===== config.mk =====
export PLATFORM = sky130hd
export DESIGN_NAME = uart_rx_core
export DESIGN_NICKNAME = d
export VERILOG_FILES = /design/src/rtl/uart_rx_pkg.sv /design/src/rtl/uart_rx_sync.sv /design/src/rtl/uart_rx_timer.sv /design/src/rtl/uart_rx_frame.sv /design/src/rtl/uart_rx_status.sv /design/src/rtl/uart_rx_core.sv
export SDC_FILE = /design/constraint.sdc
export NUM_CORES = 1
export LEC_CHECK = 0
export BUFFER_PORTS_ARGS = -buffer_cell sky130_fd_sc_hd__buf_2
export CORE_ASPECT_RATIO = 1.2
export CORE_MARGIN = 4
export CORE_UTILIZATION = 36
export DETAILED_ROUTE_END_ITERATION = 6
export GPL_TIMING_DRIVEN = 0
export HOLD_SLACK_MARGIN = 0.03
export PLACE_DENSITY = 0.63
export SYNTH_ARGS = -nofsm -noshare
export SYNTH_HDL_FRONTEND = slang
export SYNTH_SLANG_ARGS = --single-unit
export TNS_END_PERCENT = 30

===== constraint.sdc =====
create_clock -name clk -period 6.1 [get_ports clk]
set_clock_uncertainty 0.15 [all_clocks]
set_input_delay 1.22 -clock clk [delete_from_list [all_inputs] [get_ports clk]]
set_output_delay 1.22 -clock clk [all_outputs]
set_load 0.02 [all_outputs]

===== src/rtl/uart_rx_pkg.sv =====
package uart_rx_pkg;

  typedef enum logic [2:0] {
    ST_IDLE,
    ST_START,
    ST_DATA,
    ST_PAR,
    ST_STOP1,
    ST_STOP2,
    ST_HOLD
  } rx_state_e;

  // index of the last data bit for the chosen width
  function automatic logic [2:0] last_bit_idx(input logic seven);
    return seven ? 3'd6 : 3'd7;
  endfunction

  // buffer position of the idx-th bit seen on the line
  function automatic logic [2:0] bit_pos(input logic [2:0] idx,
                                         input logic msb_first,
                                         input logic seven);
    return msb_first ? (last_bit_idx(seven) - idx) : idx;
  endfunction

  // 1 when data plus parity bit match the selected sense
  function automatic logic parity_ok(input logic [7:0] data,
                                     input logic par_bit,
                                     input logic even);
    logic ones_odd;
    ones_odd = (^data) ^ par_bit;
    return even ? !ones_odd : ones_odd;
  endfunction

endpackage


===== src/rtl/uart_rx_sync.sv =====
module uart_rx_sync #(
  parameter int STAGES = 2
) (
  input  logic clk,
  input  logic rst_n,
  input  logic d_i,
  output logic q_o
);
  logic [STAGES-1:0] chain_q;

  generate
    for (genvar g = 0; g < STAGES; g++) begin : g_stage
      if (g == 0) begin : g_first
        always_ff @(posedge clk or negedge rst_n)
          if (!rst_n) chain_q[0] <= 1'b1;
          else        chain_q[0] <= d_i;
      end else begin : g_next
        always_ff @(posedge clk or negedge rst_n)
          if (!rst_n) chain_q[g] <= 1'b1;
          else        chain_q[g] <= chain_q[g-1];
      end
    end
  endgenerate

  assign q_o = chain_q[STAGES-1];
endmodule


===== src/rtl/uart_rx_timer.sv =====
module uart_rx_timer #(
  parameter int DIV_W = 16
) (
  input  logic             clk,
  input  logic             rst_n,
  input  logic [DIV_W-1:0] baud_div,
  input  logic             start_i,
  input  logic             run_i,
  output logic             tick_o
);
  logic [DIV_W-1:0] cnt_q;

  assign tick_o = run_i && (cnt_q == '0);

  always_ff @(posedge clk or negedge rst_n) begin
    if (!rst_n)            cnt_q <= '0;
    else if (start_i)      cnt_q <= baud_div >> 1;
    else if (tick_o)       cnt_q <= baud_div - 1'b1;
    else if (run_i)        cnt_q <= cnt_q - 1'b1;
  end


  cnt_in_range_chk: assert property (@(posedge clk) disable iff (!rst_n)
    (run_i && $stable(baud_div) && baud_div != '0) |-> (cnt_q < baud_div));
endmodule


===== src/rtl/uart_rx_frame.sv =====
module uart_rx_frame
  import uart_rx_pkg::*;
(
  input  logic       clk,
  input  logic       rst_n,
  input  logic       rx_s,
  input  logic       tick_i,
  input  logic       cfg_par_en,
  input  logic       cfg_par_even,
  input  logic       cfg_msb_first,
  input  logic       cfg_seven_bit,
  input  logic       cfg_two_stop,
  output logic       start_o,
  output logic       run_o,
  output logic       done_o,
  output logic [7:0] data_o,
  output logic       ev_fe_o,
  output logic       ev_pe_o,
  output logic       ev_brk_o,
  output logic       busy_o
);
  rx_state_e  state_q;
  logic [2:0] idx_q;
  logic [7:0] data_q;
  logic       par_q, stop1_q, stop2_q, done_q;

  assign start_o = (state_q == ST_IDLE) && !rx_s;
  assign run_o   = (state_q != ST_IDLE) && (state_q != ST_HOLD);
  assign busy_o  = run_o;

  always_ff @(posedge clk or negedge rst_n) begin
    if (!rst_n) begin
      state_q <= ST_IDLE;
      idx_q   <= '0;
      data_q  <= '0;
      par_q   <= 1'b0;
      stop1_q <= 1'b1;
      stop2_q <= 1'b1;
      done_q  <= 1'b0;
    end else begin
      done_q <= 1'b0;
      unique case (state_q)
        ST_IDLE: if (!rx_s) begin
          state_q <= ST_START;
          idx_q   <= '0;
          data_q  <= '0;
          par_q   <= 1'b0;
          stop2_q <= 1'b1;
        end
        ST_START: if (tick_i) state_q <= rx_s ? ST_IDLE : ST_DATA;
        ST_DATA: if (tick_i) begin
          data_q[bit_pos(idx_q, cfg_msb_first, cfg_seven_bit)] <= rx_s;
          idx_q <= idx_q + 3'd1;
          if (idx_q == last_bit_idx(cfg_seven_bit))
            state_q <= cfg_par_en ? ST_PAR : ST_STOP1;
        end
        ST_PAR: if (tick_i) begin
          par_q   <= rx_s;
          state_q <= ST_STOP1;
        end
        ST_STOP1: if (tick_i) begin
          stop1_q <= rx_s;
          if (cfg_two_stop) state_q <= ST_STOP2;
          else begin
            state_q <= ST_HOLD;
            done_q  <= 1'b1;
          end
        end
        ST_STOP2: if (tick_i) begin
          stop2_q <= rx_s;
          state_q <= ST_HOLD;
          done_q  <= 1'b1;
        end
        ST_HOLD: if (rx_s) state_q <= ST_IDLE;
        default: state_q <= ST_IDLE;
      endcase
    end
  end

  assign done_o   = done_q;
  assign data_o   = data_q;
  assign ev_fe_o  = !stop1_q || (cfg_two_stop && !stop2_q);
  assign ev_pe_o  = cfg_par_en && !parity_ok(data_q, par_q, cfg_par_even);
  assign ev_brk_o = (data_q == 8'h00) && (!cfg_par_en || !par_q) && !stop1_q;


  busy_before_done_chk: assert property (@(posedge clk) disable iff (!rst_n)
    done_q |-> $past(busy_o));


  false_start_chk: assert property (@(posedge clk) disable iff (!rst_n)
    (state_q == ST_START && tick_i && rx_s) |=> (state_q == ST_IDLE && !done_q));
endmodule


===== src/rtl/uart_rx_status.sv =====
module uart_rx_status (
  input  logic       clk,
  input  logic       rst_n,
  input  logic       done_i,
  input  logic [7:0] data_i,
  input  logic       ev_fe_i,
  input  logic       ev_pe_i,
  input  logic       ev_brk_i,
  input  logic       keep_err_i,
  input  logic       keep_brk_i,
  input  logic       rd_i,
  output logic [7:0] buf_o,
  output logic       ready_o,
  output logic       fe_o,
  output logic       pe_o,
  output logic       oe_o
);
  logic [7:0] buf_q;
  logic       ready_q, fe_q, pe_q, oe_q;
  logic       accept_w, store_w;

  assign accept_w = ev_brk_i ? keep_brk_i : (!(ev_fe_i || ev_pe_i) || keep_err_i);
  assign store_w  = done_i && accept_w;

  always_ff @(posedge clk or negedge rst_n) begin
    if (!rst_n) begin
      buf_q   <= '0;
      ready_q <= 1'b0;
      fe_q    <= 1'b0;
      pe_q    <= 1'b0;
      oe_q    <= 1'b0;
    end else begin
      fe_q    <= (fe_q && !rd_i) || (done_i && ev_fe_i);
      pe_q    <= (pe_q && !rd_i) || (done_i && ev_pe_i);
      oe_q    <= (oe_q && !rd_i) || (store_w && ready_q && !rd_i);
      ready_q <= store_w || (ready_q && !rd_i);
      if (store_w) buf_q <= data_i;
    end
  end

  assign buf_o   = buf_q;
  assign ready_o = ready_q;
  assign fe_o    = fe_q;
  assign pe_o    = pe_q;
  assign oe_o    = oe_q;


  read_clears_chk: assert property (@(posedge clk) disable iff (!rst_n)
    (rd_i && !done_i) |=> (!ready_q && !fe_q && !pe_q && !oe_q));


  overrun_cause_chk: assert property (@(posedge clk) disable iff (!rst_n)
    $rose(oe_q) |-> ($past(ready_q) && $past(done_i)));


  reject_keeps_chk: assert property (@(posedge clk) disable iff (!rst_n)
    (done_i && !accept_w && !rd_i) |=> (ready_q == $past(ready_q) && $stable(buf_q)));
endmodule


===== src/rtl/uart_rx_core.sv =====
module uart_rx_core #(
  parameter int DIV_W       = 16,
  parameter int SYNC_STAGES = 2
) (
  input  logic             clk,
  input  logic             rst_n,
  input  logic             rx_i,
  input  logic [DIV_W-1:0] baud_div,
  input  logic             cfg_par_en,
  input  logic             cfg_par_even,
  input  logic             cfg_msb_first,
  input  logic             cfg_seven_bit,
  input  logic             cfg_two_stop,
  input  logic             cfg_keep_err,
  input  logic             cfg_keep_brk,
  input  logic             rd_i,
  output logic [7:0]       rx_data_o,
  output logic             rx_ready_o,
  output logic             err_frame_o,
  output logic             err_parity_o,
  output logic             err_overrun_o,
  output logic             err_any_o,
  output logic             busy_o
);
  logic       rx_s, tick_w, start_w, run_w, done_w;
  logic       ev_fe_w, ev_pe_w, ev_brk_w, pe_flag_w;
  logic [7:0] frame_data_w;

  uart_rx_sync #(.STAGES(SYNC_STAGES)) u_sync (
    .clk(clk), .rst_n(rst_n), .d_i(rx_i), .q_o(rx_s));

  uart_rx_timer #(.DIV_W(DIV_W)) u_timer (
    .clk(clk), .rst_n(rst_n), .baud_div(baud_div),
    .start_i(start_w), .run_i(run_w), .tick_o(tick_w));

  uart_rx_frame u_frame (
    .clk(clk), .rst_n(rst_n), .rx_s(rx_s), .tick_i(tick_w),
    .cfg_par_en(cfg_par_en), .cfg_par_even(cfg_par_even),
    .cfg_msb_first(cfg_msb_first), .cfg_seven_bit(cfg_seven_bit),
    .cfg_two_stop(cfg_two_stop),
    .start_o(start_w), .run_o(run_w), .done_o(done_w), .data_o(frame_data_w),
    .ev_fe_o(ev_fe_w), .ev_pe_o(ev_pe_w), .ev_brk_o(ev_brk_w), .busy_o(busy_o));

  uart_rx_status u_status (
    .clk(clk), .rst_n(rst_n), .done_i(done_w), .data_i(frame_data_w),
    .ev_fe_i(ev_fe_w), .ev_pe_i(ev_pe_w), .ev_brk_i(ev_brk_w),
    .keep_err_i(cfg_keep_err), .keep_brk_i(cfg_keep_brk), .rd_i(rd_i),
    .buf_o(rx_data_o), .ready_o(rx_ready_o), .fe_o(err_frame_o),
    .pe_o(pe_flag_w), .oe_o(err_overrun_o));

  // parity flag hidden while parity is off
  assign err_parity_o = pe_flag_w && cfg_par_en;

  assign err_any_o    = err_frame_o || err_parity_o || err_overrun_o;
endmodule


==> impl_results.md, run 1 <==
- Mapped Area: roughly 0.0032 mm²
- Via Count: 2,983
- RSZ-0062 raised after global routing: false
- Cells after Synth: around 350
- GR Util All Layers: 16.15%
- Async set-or-reset flop fraction in the synthesized netlist: 100.0%
- Area Growth Syn to Fin: 14.88%
- Post-route ant nets: 0
- CP Launch Type: flip-flop
- Largest net degree at the start of global routing: 49
- DP Wirelength: 6246 µm
- Post-synth cell types: 66
- First-pass GRT wire length: 13,770 µm
- Root Driver: clkbuf_8
- Gate power share: 51.1%
- Fillers: 876
- Final Critical Period: roughly 3400 ps
- Tcrit/Tclk final: between 50% and 60%
- Commonest non-fill, non-tap cells in the layout: buf_2 (46), dfrtp_1 (44), nor2_1 (29)
- Max-slew violations: 0
- Post-route cell area: between 0.003 and 0.004 mm²
- CTS tree: built
- LEAKAGE: 1.528 nW
- Wire per inst: approximately 16 µm
- Worst reg-to-reg path cell count: 12
- Port bufs: 40
- Critical setup path kind: flip-flop to flip-flop
- Final hold violation count: 0
- Core box area: around 0.0086 mm²
- WHS Path Cells: 0
- Worst hold endpoint: u_sync.q_o
- Syn nets: between 300 and 400
- Number of flops mapped to enable cells by yosys: 0
- Critical path fanouts, max: 10
- WL final: between 8000 and 9000 µm
- Clk_lat worst skew: 300 ps
- Layout Nets: 437
- DRC: 0
- Cell count along the critical path: 12
- Main synth FF type: dfrtp_1
- TritonRoute pass-1 iters: 4
- Slowest stage cell on the critical path: a311oi_1
- Area after DPL: 0.003530 mm²
- Hold Path Origin: u_sync.chain_q[0]
- Die Wd: 93.77 µm
- # hold bufs at CTS: 0
- Overflow after GRT: 0
- Worst Tran Pin Value: 1071 ps
- Reg-to-Reg Start: u_frame.state_q[0]
- Setup slack, reg-to-reg: 2650 ps
- Seq pwr share: 32.0%
- Number of global-route vias before repair: 2,905
- Power Density: 396.2 mW/mm²
- Cells along the critical path: inv_1 -> a211oi_1 -> and2_1 -> buf_2 -> buf_4 -> a21oi_1 -> ha_1 -> nand2b_1 -> a311oi_1 -> nand2_1 -> o311ai_1 -> nand3_1
- Clock share of power: between 15 and 20%
- Peak supply drop: 0.2216 mV
- Setup TNS: 0 ps
- Multi-input gate area: ~0.0018 mm²
- Share of cells above drive strength 1: between 20% and 30%
- Cell row count: 37
- Worst Hold Class: flip-flop to flip-flop
- Fmax: 290.0 MHz
- Worst path max stage delay: 530 ps
- CTS Buffer Depth: 2
- H-tree depth: 2
- Switch share: 44.70%
- Most common cell after layout, fill and taps aside: buf_2
- Critical path arrival: about 3500 ps
- Max Cap Viol: 0
- Antenna violations before repair: 0
- Initial DRC Count: about 140
- Full die area: 0.01040 mm²
- CP bufs+invs: 3
- Vias per inst: 5.737
- Setup Viol. Count Final: 0
- Critical Path RT: 6120 ps
- Critical path's top delay family: compound AO/OA/AOI/OAI gates
- Routability Congestion: between 0.9 and 1
- Sequential fraction of the synthesis area: between 30% and 40%
- # IOs: between 40 and 50
- Hold_ws: 208.4 ps
- Clock sink count: 48
- Reg clk slew, reported paths: 90 ps
- YS warnings: 0
- Chip height: approximately 110 µm
- Sw power: 646.6 µW
- ANT cells: 0
- Post-CTS setup repair buffer count: 0
- Count of cells resized by post-cts repair: 0
- Status: completed
- TritonCTS Buffers: 5
- Crit. End Element: flip-flop
- Avg Inst Size Synth: 8.978 µm²
- Register Area: 0.001206 mm²
- Initial Util: ~37%
- Yosys reg bits: 48
- Worst rel slew slack: between 20 and 30%
- Worst reg2reg endpoint: u_timer.cnt_q[12]
- Internal cell power: 800.0 µW
- Core Util, Final: between 40% and 50%
==> Yosys cell counts, types with 3 or more instances <==
cell type	n	share of area (%)
nor2b_1	3	0.59
a41oi_1	3	0.83
mux2_2	9	3.2
nand2b_1	14	2.8
a31oi_1	7	1.4
a2bb2oi_1	4	1.1
xnor2_1	9	2.5
buf_2	5	0.79
clkbuf_1	8	0.94
mux2i_1	3	0.94
or3_1	6	1.2
o21ai_0	20	3.1
a22oi_1	7	1.7
ha_1	8	3.1
dfstp_2	4	3.3
nor3_1	13	2.0
nor2_1	29	3.4
dfrtp_1	44	35
o211ai_1	3	0.71
o22ai_1	6	1.2
inv_1	19	2.2
a21oi_1	27	4.3
and3_1	4	0.79
nand3_1	14	2.2
o311ai_0	3	0.83
nand2_1	19	2.2
a221o_1	3	0.94
o221ai_1	3	0.83
o41ai_1	4	1.1
nand4_1	4	0.79
a211oi_1	4	0.94
==> registers in the layout, indices dropped and copies added (netlist names) <==
| register | flops |
|---|---|
| u_frame.stop2_q | 1 |
| u_frame.par_q | 1 |
| u_status.fe_o | 1 |
| u_status.oe_o | 1 |
| u_status.buf_o | 8 |
| u_timer.cnt_q | 16 |
| u_frame.idx_q | 3 |
| u_frame.data_o | 8 |
| u_frame.stop1_q | 1 |
| u_sync.chain_q | 1 |
| u_status.pe_o | 1 |
| u_frame.state_q | 3 |
| u_frame.done_o | 1 |
| u_sync.q_o | 1 |
| u_status.ready_o | 1 |
==> through the flow <==
| step | worst slack, ps | std cells | total power [mW] |
|---|---|---|---|
| floorplan | 2881 | 354 | 1.001 |
| global placement | 2695 | 511 | 1.182 |
| detailed placement | 2660 | 512 | 1.199 |
| CTS | 2654 | 520 | 1.454 |
| global route | 2438 | 520 | 1.565 |
| finish | 2652 | 520 | 1.447 |
==> logic make-up (layout without fill, tap and decap cells) <==
kind of cell             after synthesis  in the layout  synth area share (%)
AO/OA/AOI/OAI                        117            117                 26.14
XOR/XNOR                              11             11                 3.032
adder cells (fa/ha/maj)                8              8                 3.150
buffers and inverters                 36             85                 5.157
flip-flops                            48             48                 37.95
multiplexers                          13             13                 4.606
AND/OR/NAND/NOR                      121            121                 19.96
==> cell type report <==
type	instances	area share, %
Buffer	17	2.536
Clock buffer	6	2.262
Clock inverter	2	1.062
Inverter	19	1.953
Multi-Input combinational cell	270	49.52
Sequential cell	48	33.04
Tap cell	117	4.010
Timing Repair Buffer	41	5.620
==> layer usage <==
layer / up-vias / global-route usage [%] / wire, µm
met2: 101 / 27.38 / 4228
met5: - / 0 / 0
met4: 0 / 6.069 / 132
li1: 1431 / - / -
met3: 14 / 2.648 / 445
met1: 1437 / 20.29 / 3561
==> worst max-delay path by stage <==
stage                        from           endpoint  slack [ps]
2_1_floorplan          cfg_par_en          err_any_o        2880
5_1_grt        u_frame.state_q[0]  u_timer.cnt_q[12]        2440
4_1_cts        u_frame.state_q[0]  u_timer.cnt_q[12]        2650
6_report       u_frame.state_q[0]  u_timer.cnt_q[12]        2650
3_3_place_gp          baud_div[4]  u_timer.cnt_q[12]        2690
3_5_place_dp          baud_div[4]  u_timer.cnt_q[12]        2660
==> power groups by stage <==
stage | sequential, mW | clock (mW) | combinational (mW)
4_1_cts | 0.461 | 0.256 | 0.737
3_5_place_dp | 0.466 | 0 | 0.733
5_1_grt | 0.472 | 0.271 | 0.822
6_report | 0.464 | 0.244 | 0.739
3_3_place_gp | 0.463 | 0 | 0.719
2_1_floorplan | 0.444 | 0 | 0.557
Note: power is estimated with default switching activity, not from simulation.
==> run 2: changes to the inputs <==
==> constraint.sdc (replaced) <==
create_clock -name clk -period 3.38 [get_ports clk]
set_clock_uncertainty 0.15 [all_clocks]
set_input_delay 0.676 -clock clk [delete_from_list [all_inputs] [get_ports clk]]
set_output_delay 0.676 -clock clk [all_outputs]
set_load 0.02 [all_outputs]
==> impl_results.md, run 2 (synthesis results as in run 1) <==
- Status: completed (unchanged)
- Wire per inst: 16.13 µm (was 16.09 µm)
- Area Growth Syn to Fin: 15.47% (was 14.88%)
- Post-route cell area: 0.003670 mm² (was 0.003651 mm²)
- Setup TNS: 0 ps (unchanged)
- Crit. End Element: flip-flop (unchanged)
- Critical Path RT: 3400 ps (was 6120 ps)
- Initial DRC Count: 125 (was 143)
- Port bufs: 40 (unchanged)
- Peak supply drop: 0.3927 mV (was 0.2216 mV)
- Tcrit/Tclk final: 94.84% (was 56.53%)
- Full die area: 0.01040 mm² (unchanged)
- Commonest non-fill, non-tap cells in the layout: buf_2 (46), dfrtp_1 (44), nor2_1 (29) (unchanged)
- Critical path arrival: 3230 ps (was 3470 ps)
- Share of cells above drive strength 1: 22.08% (was 21.09%)
- Reg clk slew, reported paths: 80 ps (was 90 ps)
- TritonRoute pass-1 iters: 4 (unchanged)
- Area after DPL: 0.003530 mm² (unchanged)
- Final hold violation count: 0 (unchanged)
- Vias per inst: 5.783 (was 5.737)
- Via Count: 3,007 (was 2,983)
- Worst Tran Pin Value: 1067 ps (was 1071 ps)
- Max-slew violations: 0 (unchanged)
- Critical setup path kind: flip-flop to flip-flop (unchanged)
- First-pass GRT wire length: 13,780 µm (was 13,770 µm)
- Setup Viol. Count Final: 0 (unchanged)
- H-tree depth: 2 (unchanged)
- Core box area: 0.008611 mm² (unchanged)
- Power Density: 717.7 mW/mm² (was 396.2 mW/mm²)
- Routability Congestion: 0.9197 (unchanged)
- Root Driver: clkbuf_8 (unchanged)
- GR Util All Layers: 16.16% (was 16.15%)
- Number of global-route vias before repair: 2,907 (was 2,905)
- Non-Filler Instances: 520 (unchanged)
- Initial Util: 36.91% (unchanged)
- Cell row count: 37 (unchanged)
- WL final: 8385 µm (was 8367 µm)
- Final Critical Period: 3206 ps (was 3448 ps)
- Worst Hold Class: flip-flop to flip-flop (unchanged)
- DP Wirelength: 6246 µm (unchanged)
- Total power: 2.634 mW (was 1.447 mW)
- LEAKAGE: 1.534 nW (was 1.528 nW)
- CTS tree: built (unchanged)
- Fmax: 311.9 MHz (was 290.0 MHz)
- # IOs: 41 (unchanged)
- Most common cell after layout, fill and taps aside: buf_2 (unchanged)
- Antenna violations before repair: 0 (unchanged)
- CP Launch Type: flip-flop (unchanged)
- Largest register FFs: 16 (unchanged)
- Min setup slack post-route: 174.4 ps (was 2652 ps)
- Chip height: 110.9 µm (unchanged)
- Post-placement cell count: 512 (unchanged)
- WHS Path Cells: 0 (unchanged)
- Setup WS pre-CTS: -39.61 ps (was 2660 ps)
- TritonCTS Buffers: 5 (unchanged)
- Post-CTS setup repair buffer count: 0 (unchanged)
- Critical path fanouts, max: 10 (unchanged)
- Layout Nets: 437 (unchanged)
- Overflow after GRT: 0 (unchanged)
- Worst reg-to-reg path cell count: 13 (was 12)
- RSZ-0062 raised after global routing: false (unchanged)
- Die Wd: 93.77 µm (unchanged)
- Max Cap Viol: 0 (unchanged)
- Fillers: 874 (was 876)
- Clk_lat worst skew: 300 ps (about the same)
- Clock sink count: 48 (unchanged)
- DRC: 0 (unchanged)
- Register name with the most flops: u_timer.cnt_q (unchanged)
- Post-route ant nets: 0 (unchanged)
- CTS Buffer Depth: 2 (unchanged)
- Worst rel slew slack: 28.85% (was 28.57%)
- Largest net degree at the start of global routing: 49 (unchanged)
- ANT cells: 0 (unchanged)
-- run 2: cell types whose count changed in the layout (fill, tap and decap cells not counted) --
cell	before	now
inv_1	19	18
a211oi_2	0	1
inv_2	0	1
nand2b_1	14	13
a311oi_1	2	1
nand2b_4	0	1
a311oi_2	0	1
a211oi_1	4	3
-- run 2: final timing paths --
path,startpoint,endpoint,slack [ps]
max,u_frame.state_q[1],u_timer.cnt_q[12],170
max reg2reg,u_frame.state_q[1],u_timer.cnt_q[12],170
min,u_sync.chain_q[0],u_sync.q_o,210
min in group asynchronous,rst_n,u_status.pe_o,420
min reg2reg,u_sync.chain_q[0],u_sync.q_o,210
max in group asynchronous,rst_n,u_timer.cnt_q[10],2010
-- run 2: stage by stage --
| step | hold slack (ps) | utilization (%) |
|---|---|---|
| finish | 208.4 | 42.62 |
| CTS | 211.1 | 42.47 |
| global route | 213.7 | 42.62 |
| global placement | 196.8 | 40.93 |
| floorplan | 195.2 | - |
| detailed placement | 197.6 | 40.99 |
-- run 2: layout make-up --
| cell class | count | area, µm² | share of cell area (%) |
|---|---|---|---|
| plain buffers | 17 | 92.59 | 2.523 |
| clock buffers | 6 | 82.58 | 2.250 |
| clock inverters | 2 | 38.79 | 1.057 |
| inverters | 19 | 71.32 | 1.943 |
| multi-input cells | 270 | 1827 | 49.78 |
| flip-flops and latches | 48 | 1206 | 32.87 |
| well taps | 117 | 146.4 | 3.989 |
| repair buffers | 41 | 205.2 | 5.592 |
-- run 2: what timing repair did --
action,4_1_cts,5_1_grt
gates cloned,0,0
endpoints found under the setup margin,1,4
gates resized for setup,1,3
pin swaps,0,2
hold buffers,0,0
-- run 2: worst max-delay path: stages, from the launching register on --
cell,delay (ps)
dfrtp_1,360
buf_2,170
xnor2_1,210
a211oi_2,130
and2_1,150
buf_2,170
buf_4,200
a21oi_1,200
ha_1,260
nand2b_4,100
a311o_1,340
nor3_1,350
a2bb2oi_1,210
nand3_1,90
-- run 2: where the power goes --
group | leakage, nW | switching (mW) | internal [mW]
sequential | 0.622 | 0.140 | 0.700
clock | 0.0614 | 0.199 | 0.242
combinational | 0.850 | 0.841 | 0.512
total | 1.53 | 1.18 | 1.45
-- run 2: layer usage --
| layer | global-route usage [%] | vias up | part of all wire, % |
|---|---|---|---|
| li1 | - | 1431 | - |
| met4 | 6.069 | 0 | 1.9 |
| met1 | 20.33 | 1466 | 43 |
| met5 | 0 | - | 0 |
| met3 | 2.648 | 18 | 4.9 |
| met2 | 27.38 | 92 | 50 |
